$ cat src/rtl/gate_pulse_pkg.sv
package gate_pulse_pkg;
    localparam int MS_PER_S = 1000;
    localparam int HIGH_MS  = 40;

    typedef enum logic [1:0] {
        SU_IDLE,
        SU_HIGH,
        SU_TOTAL
    } setup_state_e;

    typedef enum logic [1:0] {
        PH_IDLE,
        PH_HIGH,
        PH_LOW
    } phase_state_e;
endpackage

$ cat src/rtl/gpg_divk.sv
module gpg_divk #(
    parameter int DW = 42,
    parameter int K  = 1000
) (
    input  logic          clk,
    input  logic          rst_n,
    input  logic          start,
    input  logic [DW-1:0] dividend,
    output logic          done,
    output logic [DW-1:0] quot
);
    localparam int KW = $clog2(K + 1);
    localparam int SW = $clog2(DW + 1);

    logic          busy;
    logic [SW-1:0] steps;
    logic [KW-1:0] rem;
    logic [DW-1:0] shq;
    logic [KW:0]   trial;
    logic [KW:0]   trial_sub;
    logic          fits;

    always_comb begin
        trial     = {rem, shq[DW-1]};
        fits      = (trial >= (KW+1)'(K));
        trial_sub = trial - (KW+1)'(K);
    end

    always_ff @(posedge clk or negedge rst_n) begin
        if (!rst_n) begin
            busy  <= 1'b0;
            steps <= '0;
            rem   <= '0;
            shq   <= '0;
            done  <= 1'b0;
        end else begin
            done <= 1'b0;
            if (!busy && start) begin
                busy  <= 1'b1;
                steps <= SW'(DW);
                rem   <= '0;
                shq   <= dividend;
            end else if (busy) begin
                rem   <= fits ? trial_sub[KW-1:0] : trial[KW-1:0];
                shq   <= {shq[DW-2:0], fits};
                steps <= steps - 1'b1;
                if (steps == SW'(1)) begin
                    busy <= 1'b0;
                    done <= 1'b1;
                end
            end
        end
    end

    assign quot = shq;
endmodule

$ cat src/rtl/gpg_setup.sv
module gpg_setup
    import gate_pulse_pkg::*;
#(
    parameter int REF_W    = 26,
    parameter int GATE_W   = 16,
    parameter int CNT_W    = 32,
    parameter int GATE_MIN = 50,
    parameter int GATE_MAX = 60000
) (
    input  logic              clk,
    input  logic              rst_n,
    input  logic              load,
    input  logic [REF_W-1:0]  ref_hz,
    input  logic [GATE_W-1:0] gate_ms,
    input  logic              take,
    output logic [CNT_W-1:0]  pend_hi,
    output logic [CNT_W-1:0]  pend_lo,
    output logic              pend_vld
);
    localparam int DW = REF_W + GATE_W;

    setup_state_e      state, nxt;
    logic [REF_W-1:0]  ref_q;
    logic [GATE_W-1:0] gate_q;
    logic [GATE_W-1:0] gate_clamped;
    logic [CNT_W-1:0]  hi_q;
    logic              div_start;
    logic [DW-1:0]     div_in;
    logic              div_done;
    logic [DW-1:0]     div_quot;

    always_comb begin
        if (gate_ms < GATE_W'(GATE_MIN))
            gate_clamped = GATE_W'(GATE_MIN);
        else if (gate_ms > GATE_W'(GATE_MAX))
            gate_clamped = GATE_W'(GATE_MAX);
        else
            gate_clamped = gate_ms;
    end

    always_comb begin
        nxt       = state;
        div_start = 1'b0;
        div_in    = '0;
        unique case (state)
            SU_IDLE: begin
                if (load) begin
                    div_start = 1'b1;
                    div_in    = DW'(ref_hz) * DW'(HIGH_MS);
                    nxt       = SU_HIGH;
                end
            end
            SU_HIGH: begin
                if (div_done) begin
                    div_start = 1'b1;
                    div_in    = DW'(ref_q) * DW'(gate_q) + DW'(MS_PER_S / 2);
                    nxt       = SU_TOTAL;
                end
            end
            SU_TOTAL: begin
                if (div_done) nxt = SU_IDLE;
            end
            default: nxt = SU_IDLE;
        endcase
    end

    always_ff @(posedge clk or negedge rst_n) begin
        if (!rst_n) state <= SU_IDLE;
        else        state <= nxt;
    end

    always_ff @(posedge clk or negedge rst_n) begin
        if (!rst_n) begin
            ref_q    <= '0;
            gate_q   <= GATE_W'(GATE_MIN);
            hi_q     <= '0;
            pend_hi  <= '0;
            pend_lo  <= '0;
            pend_vld <= 1'b0;
        end else begin
            if (state == SU_IDLE && load) begin
                ref_q  <= ref_hz;
                gate_q <= gate_clamped;
            end
            if (state == SU_HIGH && div_done)
                hi_q <= CNT_W'(div_quot);
            if (state == SU_TOTAL && div_done) begin
                pend_hi  <= hi_q;
                pend_lo  <= CNT_W'(div_quot) - hi_q;
                pend_vld <= 1'b1;
            end else if (take) begin
                pend_vld <= 1'b0;
            end
        end
    end

    gpg_divk #(.DW(DW), .K(MS_PER_S)) u_div (
        .clk      (clk),
        .rst_n    (rst_n),
        .start    (div_start),
        .dividend (div_in),
        .done     (div_done),
        .quot     (div_quot)
    );
endmodule

$ cat src/rtl/gpg_phase.sv
module gpg_phase
    import gate_pulse_pkg::*;
#(
    parameter int CNT_W = 32
) (
    input  logic             clk,
    input  logic             rst_n,
    input  logic [CNT_W-1:0] pend_hi,
    input  logic [CNT_W-1:0] pend_lo,
    input  logic             pend_vld,
    output logic             take,
    output logic             gate,
    output logic             edge_stb,
    output logic [CNT_W-1:0] hi_act,
    output logic [CNT_W-1:0] lo_act
);
    phase_state_e     state, nxt;
    logic [CNT_W-1:0] cnt;
    logic [CNT_W-1:0] cmp;
    logic             match;

    assign match = (cnt == cmp);

    always_comb begin
        nxt  = state;
        take = 1'b0;
        unique case (state)
            PH_IDLE: begin
                if (pend_vld) begin
                    nxt  = PH_HIGH;
                    take = 1'b1;
                end
            end
            PH_HIGH: begin
                if (match) nxt = PH_LOW;
            end
            PH_LOW: begin
                if (match) begin
                    nxt  = PH_HIGH;
                    take = pend_vld;
                end
            end
            default: nxt = PH_IDLE;
        endcase
    end

    always_ff @(posedge clk or negedge rst_n) begin
        if (!rst_n) state <= PH_IDLE;
        else        state <= nxt;
    end

    always_ff @(posedge clk or negedge rst_n) begin
        if (!rst_n) begin
            cnt      <= '0;
            cmp      <= '0;
            hi_act   <= '0;
            lo_act   <= '0;
            edge_stb <= 1'b0;
        end else begin
            cnt      <= cnt + 1'b1;
            edge_stb <= (nxt != state);
            if (take) begin
                hi_act <= pend_hi;
                lo_act <= pend_lo;
            end
            unique case (state)
                PH_IDLE: if (take)  cmp <= cnt + pend_hi;
                PH_HIGH: if (match) cmp <= cmp + lo_act;
                PH_LOW:  if (match) cmp <= cmp + (take ? pend_hi : hi_act);
                default: cmp <= cmp;
            endcase
        end
    end

    assign gate = (state == PH_HIGH);
endmodule

$ cat src/rtl/gate_pulse_gen.sv
module gate_pulse_gen #(
    parameter int REF_W    = 26,
    parameter int GATE_W   = 16,
    parameter int CNT_W    = 32,
    parameter int GATE_MIN = 50,
    parameter int GATE_MAX = 60000
) (
    input  logic              clk,
    input  logic              rst_n,
    input  logic [REF_W-1:0]  ref_hz,
    input  logic [GATE_W-1:0] gate_ms,
    input  logic              cfg_load,
    output logic              gate_out,
    output logic              edge_stb,
    output logic              cfg_pending
);
    logic [CNT_W-1:0] pend_hi;
    logic [CNT_W-1:0] pend_lo;
    logic [CNT_W-1:0] hi_act;
    logic [CNT_W-1:0] lo_act;
    logic             take;

    gpg_setup #(
        .REF_W    (REF_W),
        .GATE_W   (GATE_W),
        .CNT_W    (CNT_W),
        .GATE_MIN (GATE_MIN),
        .GATE_MAX (GATE_MAX)
    ) u_setup (
        .clk      (clk),
        .rst_n    (rst_n),
        .load     (cfg_load),
        .ref_hz   (ref_hz),
        .gate_ms  (gate_ms),
        .take     (take),
        .pend_hi  (pend_hi),
        .pend_lo  (pend_lo),
        .pend_vld (cfg_pending)
    );

    gpg_phase #(.CNT_W(CNT_W)) u_phase (
        .clk      (clk),
        .rst_n    (rst_n),
        .pend_hi  (pend_hi),
        .pend_lo  (pend_lo),
        .pend_vld (cfg_pending),
        .take     (take),
        .gate     (gate_out),
        .edge_stb (edge_stb),
        .hi_act   (hi_act),
        .lo_act   (lo_act)
    );
endmodule

$ cat config.mk
export PLATFORM = sky130hd
export DESIGN_NAME = gate_pulse_gen
export DESIGN_NICKNAME = d
export VERILOG_FILES = /design/src/rtl/gate_pulse_pkg.sv /design/src/rtl/gpg_divk.sv /design/src/rtl/gpg_setup.sv /design/src/rtl/gpg_phase.sv /design/src/rtl/gate_pulse_gen.sv
export SDC_FILE = /design/constraint.sdc
export NUM_CORES = 2
export LEC_CHECK = 0
export ABC_AREA = 0
export CAP_MARGIN = 0
export CORE_ASPECT_RATIO = 0.8
export CORE_MARGIN = 1
export CORE_UTILIZATION = 57
export CTS_BUF_LIST = sky130_fd_sc_hd__clkbuf_4
export DETAILED_ROUTE_END_ITERATION = 8
export GPL_TIMING_DRIVEN = 0
export PLACE_DENSITY = 0.76
export SYNTH_ARGS = -nofsm -noshare
export SYNTH_HDL_FRONTEND = slang
export SYNTH_SLANG_ARGS = --single-unit
$ cat constraint.sdc
create_clock -name clk -period 6.22 [get_ports clk]
set_clock_uncertainty 0.05 [all_clocks]
set_input_delay 1.244 -clock clk [delete_from_list [all_inputs] [get_ports clk]]
set_output_delay 1.244 -clock clk [all_outputs]
set_load 0.03 [all_outputs]
==> summary.md <==
After layout, the minimum clock period comes to 6.583 ns. The tools report the least setup slack across all paths after layout as -0.3633 ns. TritonCTS built the clock tree. Synthesis produced a netlist whose cell count is 3705. The detailed router's first-iteration violation count was 3185. The fraction of final layout cells sized beyond drive strength 1 was 16.23%; the residual overflow from global routing was 0.

Number of pins with negative max-slew slack in the final report: 0. The number of max-cap violations is 0. The flow ran to the end, but the final reports show violations.

The tools report the weighted congestion at the end of routability-driven global placement as 0.9599. The highest-utilization routing layer at the global route stage was met1. The final routed DRC violation total was 5; the cell area reported after detailed placement was 35210 sq um.

In this run the static leakage power is 18.96 nW. The Yosys step of the flow raised 0 warnings. The die is 219.3 um tall. The tools report the proportion of synthesized chip area in sequential cells as 24.70%.

The final period utilization was 105.8%. The tools report the element type at the critical path end as a flip-flop. The number of buffers inserted during clock tree synthesis was 89.

The share of flip-flops with an asynchronous set or reset is 100.0%. The H-tree was split into 3 levels. The class of the most critical hold timing path is input port to async pin.

In this run, post-CTS hold repair placed 0 buffers. The tools report the cell at the root of the clock tree as clkbuf_4. The top-area cell type share of the netlist area was 24.46%. The remaining antenna violation count is 0, and the core region area is 58220 sq um.

The via count of the first global-routing pass was 28508; the synthesized cell area was 33650 sq um. Relative to the synthesized area, the layout overhead comes to 15.46%. Setup violations remaining at the end of the flow were counted as 18.

In the routed layout, each cell is associated on average with a via count of 5.945. In the final routed layout, each cell accounts on average for 21.06 um. The biggest area contributor in the post-synthesis netlist is dfrtp_1.

The synthesized netlist contains 91 unique library cells. Summing over every cut layer, the via total after detailed routing is 28478. The startpoint-to-endpoint class of the critical path was flip-flop to flip-flop.

The die width was 273.7 um; the peak supply drop was 170.9 uV. In this run the mean area of a mapped cell was 9.083 sq um. The total iterations of the first detailed-routing run came out at 9. Setup repair after global routing could not meet its margin everywhere. The largest driver fanout on the critical path was 5; the final worst hold slack was 0.3981 ns. 48 I/O pins were placed.

The data arrival time of the worst path is 7.26 ns. At the later pin of the worst-skew pair, clock insertion delay measures 0.86 ns. The tools report the startpoint type of the worst setup path as a flip-flop. The synthesized design contains 332 register bits.

Initial antenna violation count: 8. The total number of nets in the final design was 4617. The library cells used most frequently in the layout, excluding fill and tap cells, are 578 x nand2_1, 476 x inv_1, 322 x fa_1. The first global-routing pass estimated 158.5 mm of wire. The row count was 79. Derived from the worst setup path, the maximum achievable clock frequency is 0.1519 GHz.

No sink is reached through more buffers than the 3 on the longest clock path. The count of flip-flops with a built-in enable after synthesis was 0; the total of buffers placed on input and output ports was 47. Relative slew slack: 13.98%.

Dividing total power by cell area gives a power density of 204.3 nW/um^2. The final HPWL from detailed placement was 74.41 mm; the number of sinks handled by clock tree synthesis was 332. Global routing consumed, over all layers together, 34.57% of the routing resources. For this configuration, the core starts out at a cell density of 57.80%. The tools report the number of hold-slack violations in the final timing report as 0. The required time of the critical path was 6.90 ns.

In the global route stage, met3 resource usage came out at 11.88%. For this block, the routed nets add up to 100.9 mm of wire. The tools report the final instance area as 38850 sq um.

The checks that failed: DRC, setup timing. Yosys attributes the largest share of cell area to dfrtp_1 24%, fa_1 20%, ha_1 10%. The met2 routing resource usage after global routing is 48.15%, and the number of nets in the synthesized netlist is 4366. The die area is 60020 sq um. For the pin with the worst max-slew slack, the measured transition is 1.284 ns. The clock-pin slew reported for the worst setup and hold paths after clock tree synthesis works out to 0.07 ns. The library cell used most frequently in the layout, excluding fill and tap cells, is nand2_1. The tools report the pin count of the biggest net entering global routing as 123. Most common flop cell mapped by yosys: dfrtp_1. In the global route stage, met1 resource usage came out at 49.82%.
[registers in the layout, indices dropped and copies added (netlist names), 2 cells and up]
name / cells
u_phase.lo_act: 32
u_setup.state: 2
u_setup.ref_q: 26
u_setup.u_div.steps: 6
u_setup.hi_q: 32
u_setup.pend_hi: 32
u_phase.hi_act: 32
u_setup.gate_q: 16
u_phase.state: 2
u_setup.u_div.rem: 10
u_phase.cnt: 32
u_setup.pend_lo: 32
u_phase.cmp: 32
u_setup.u_div.quot: 42
[worst paths after layout]
| kind | startpoint | to | slack [ns] | cells past startpoint |
|---|---|---|---|---|
| max | u_setup.gate_q[6]$_DFFE_PN0P_ | u_setup.u_div.quot[34]$_DFFE_PN0P_ | -0.36 | 24 |
| min | rst_n | u_setup.ref_q[6]$_DFFE_PN0P_ | 0.40 | 2 |
| max reg2reg | u_setup.gate_q[6]$_DFFE_PN0P_ | u_setup.u_div.quot[34]$_DFFE_PN0P_ | -0.36 | 24 |
| min reg2reg | u_setup.pend_lo[24]$_DFFE_PN0P_ | u_phase.lo_act[24]$_DFFE_PN0P_ | 0.42 | 1 |
| max in group asynchronous | rst_n | u_phase.cnt[26]$_DFF_PN0_ | 4.17 | 4 |
| min in group clk | u_setup.pend_lo[24]$_DFFE_PN0P_ | u_phase.lo_act[24]$_DFFE_PN0P_ | 0.42 | 1 |
[per-stage QoR]
stage	util (%)	setup TNS [ns]	total power, mW	worst slack [ns]	std cells
3_5_place_dp	60.48	-35.55	4.847	-1.601	4524
4_1_cts	65.68	-0.6047	7.493	-0.1369	4764
6_report	66.74	-3.774	7.939	-0.3633	4790
3_3_place_gp	60.33	-3675.17	4.807	-11.05	4521
5_1_grt	66.73	-6.293	8.369	-0.4694	4789
2_1_floorplan	-	0	4.059	0.002967	3705
[area by class of cell]
type / instances / area (sq um)
clock inverter: 33 / 175.2
clock buffer: 119 / 893.4
antenna: 4 / 10.01
tap: 769 / 962.2
inverter: 504 / 1892
buffer: 139 / 1144
sequential: 332 / 8363
timing repair buffer: 172 / 1609
fill: 4470 / 19370
multi-input combinational: 2718 / 23810
[kinds of logic after synthesis]
kind of cell | count (synthesis) | synth area share (%)
flip-flops | 332 | 24.70
AO/OA/AOI/OAI | 673 | 12.98
adder cells (fa/ha/maj) | 616 | 30.58
multiplexers | 115 | 3.818
buffers and inverters | 655 | 7.466
XOR/XNOR | 201 | 5.231
AND/OR/NAND/NOR | 1113 | 15.23
[worst max-delay path, stage by stage (launching register included)]
cell,delay (ns)
dfrtp_4,0.59
buf_8,0.18
and2_4,0.14
fa_1,0.52
inv_1,0.05
fa_1,0.47
fa_2,0.55
inv_1,0.06
fa_1,0.49
fa_1,0.50
inv_1,0.06
fa_1,0.51
inv_2,0.06
ha_4,0.28
nand3_4,0.11
nor2_4,0.13
o21ai_4,0.08
buf_12,0.14
a31oi_4,0.27
o21ai_4,0.13
a31oi_4,0.30
nand3_2,0.11
and2_4,0.18
or3_1,0.30
a31oi_1,0.17
[repair_timing]
action	4_1_cts	5_1_grt
endpoints found under the setup margin	33	35
setup buffers	97	22
hold endpoints to repair	0	0
pin swaps	118	67
gates resized for setup	321	126
cloned	3	0
[metal layers]
layer	wire length, um	up-vias	part of all wire [%]
met5	187	-	0.19
met4	3598	10	3.6
met3	13250	287	13
met2	40460	1459	40
met1	43380	14051	43
li1	-	12671	-
[synthesized netlist by cell type, drive strengths merged (6+ instances only)]
master    n
a21boi    8
a22oi    13
and2    190
o21a     16
a211oi   25
nor4     15
a21oi   146
nand4    20
mux2    107
o21bai   15
nand2   587
buf      13
xor2     90
xnor2   111
nor2    131
a22o     10
dfrtp   329
inv     503
o21ai   232
mux2i     8
nor2b    17
and3     12
ha      272
fa      344
a31oi    30
a221oi   14
or3      12
a31o      6
o31a      7
nand3    48
nor3     29
or2       6
o31ai    12
nand2b   25
clkbuf  137
a21o     68
o211ai   10
[power by group]
| part | switching, mW | internal (mW) | total [mW] | leakage, nW |
|---|---|---|---|---|
| logic | 2.14 | 1.60 | 3.74 | 13.9 |
| clock network | 1.02 | 0.934 | 1.95 | 0.634 |
| registers | 0.0630 | 2.19 | 2.25 | 4.40 |
(Power assumes the default switching activity.)
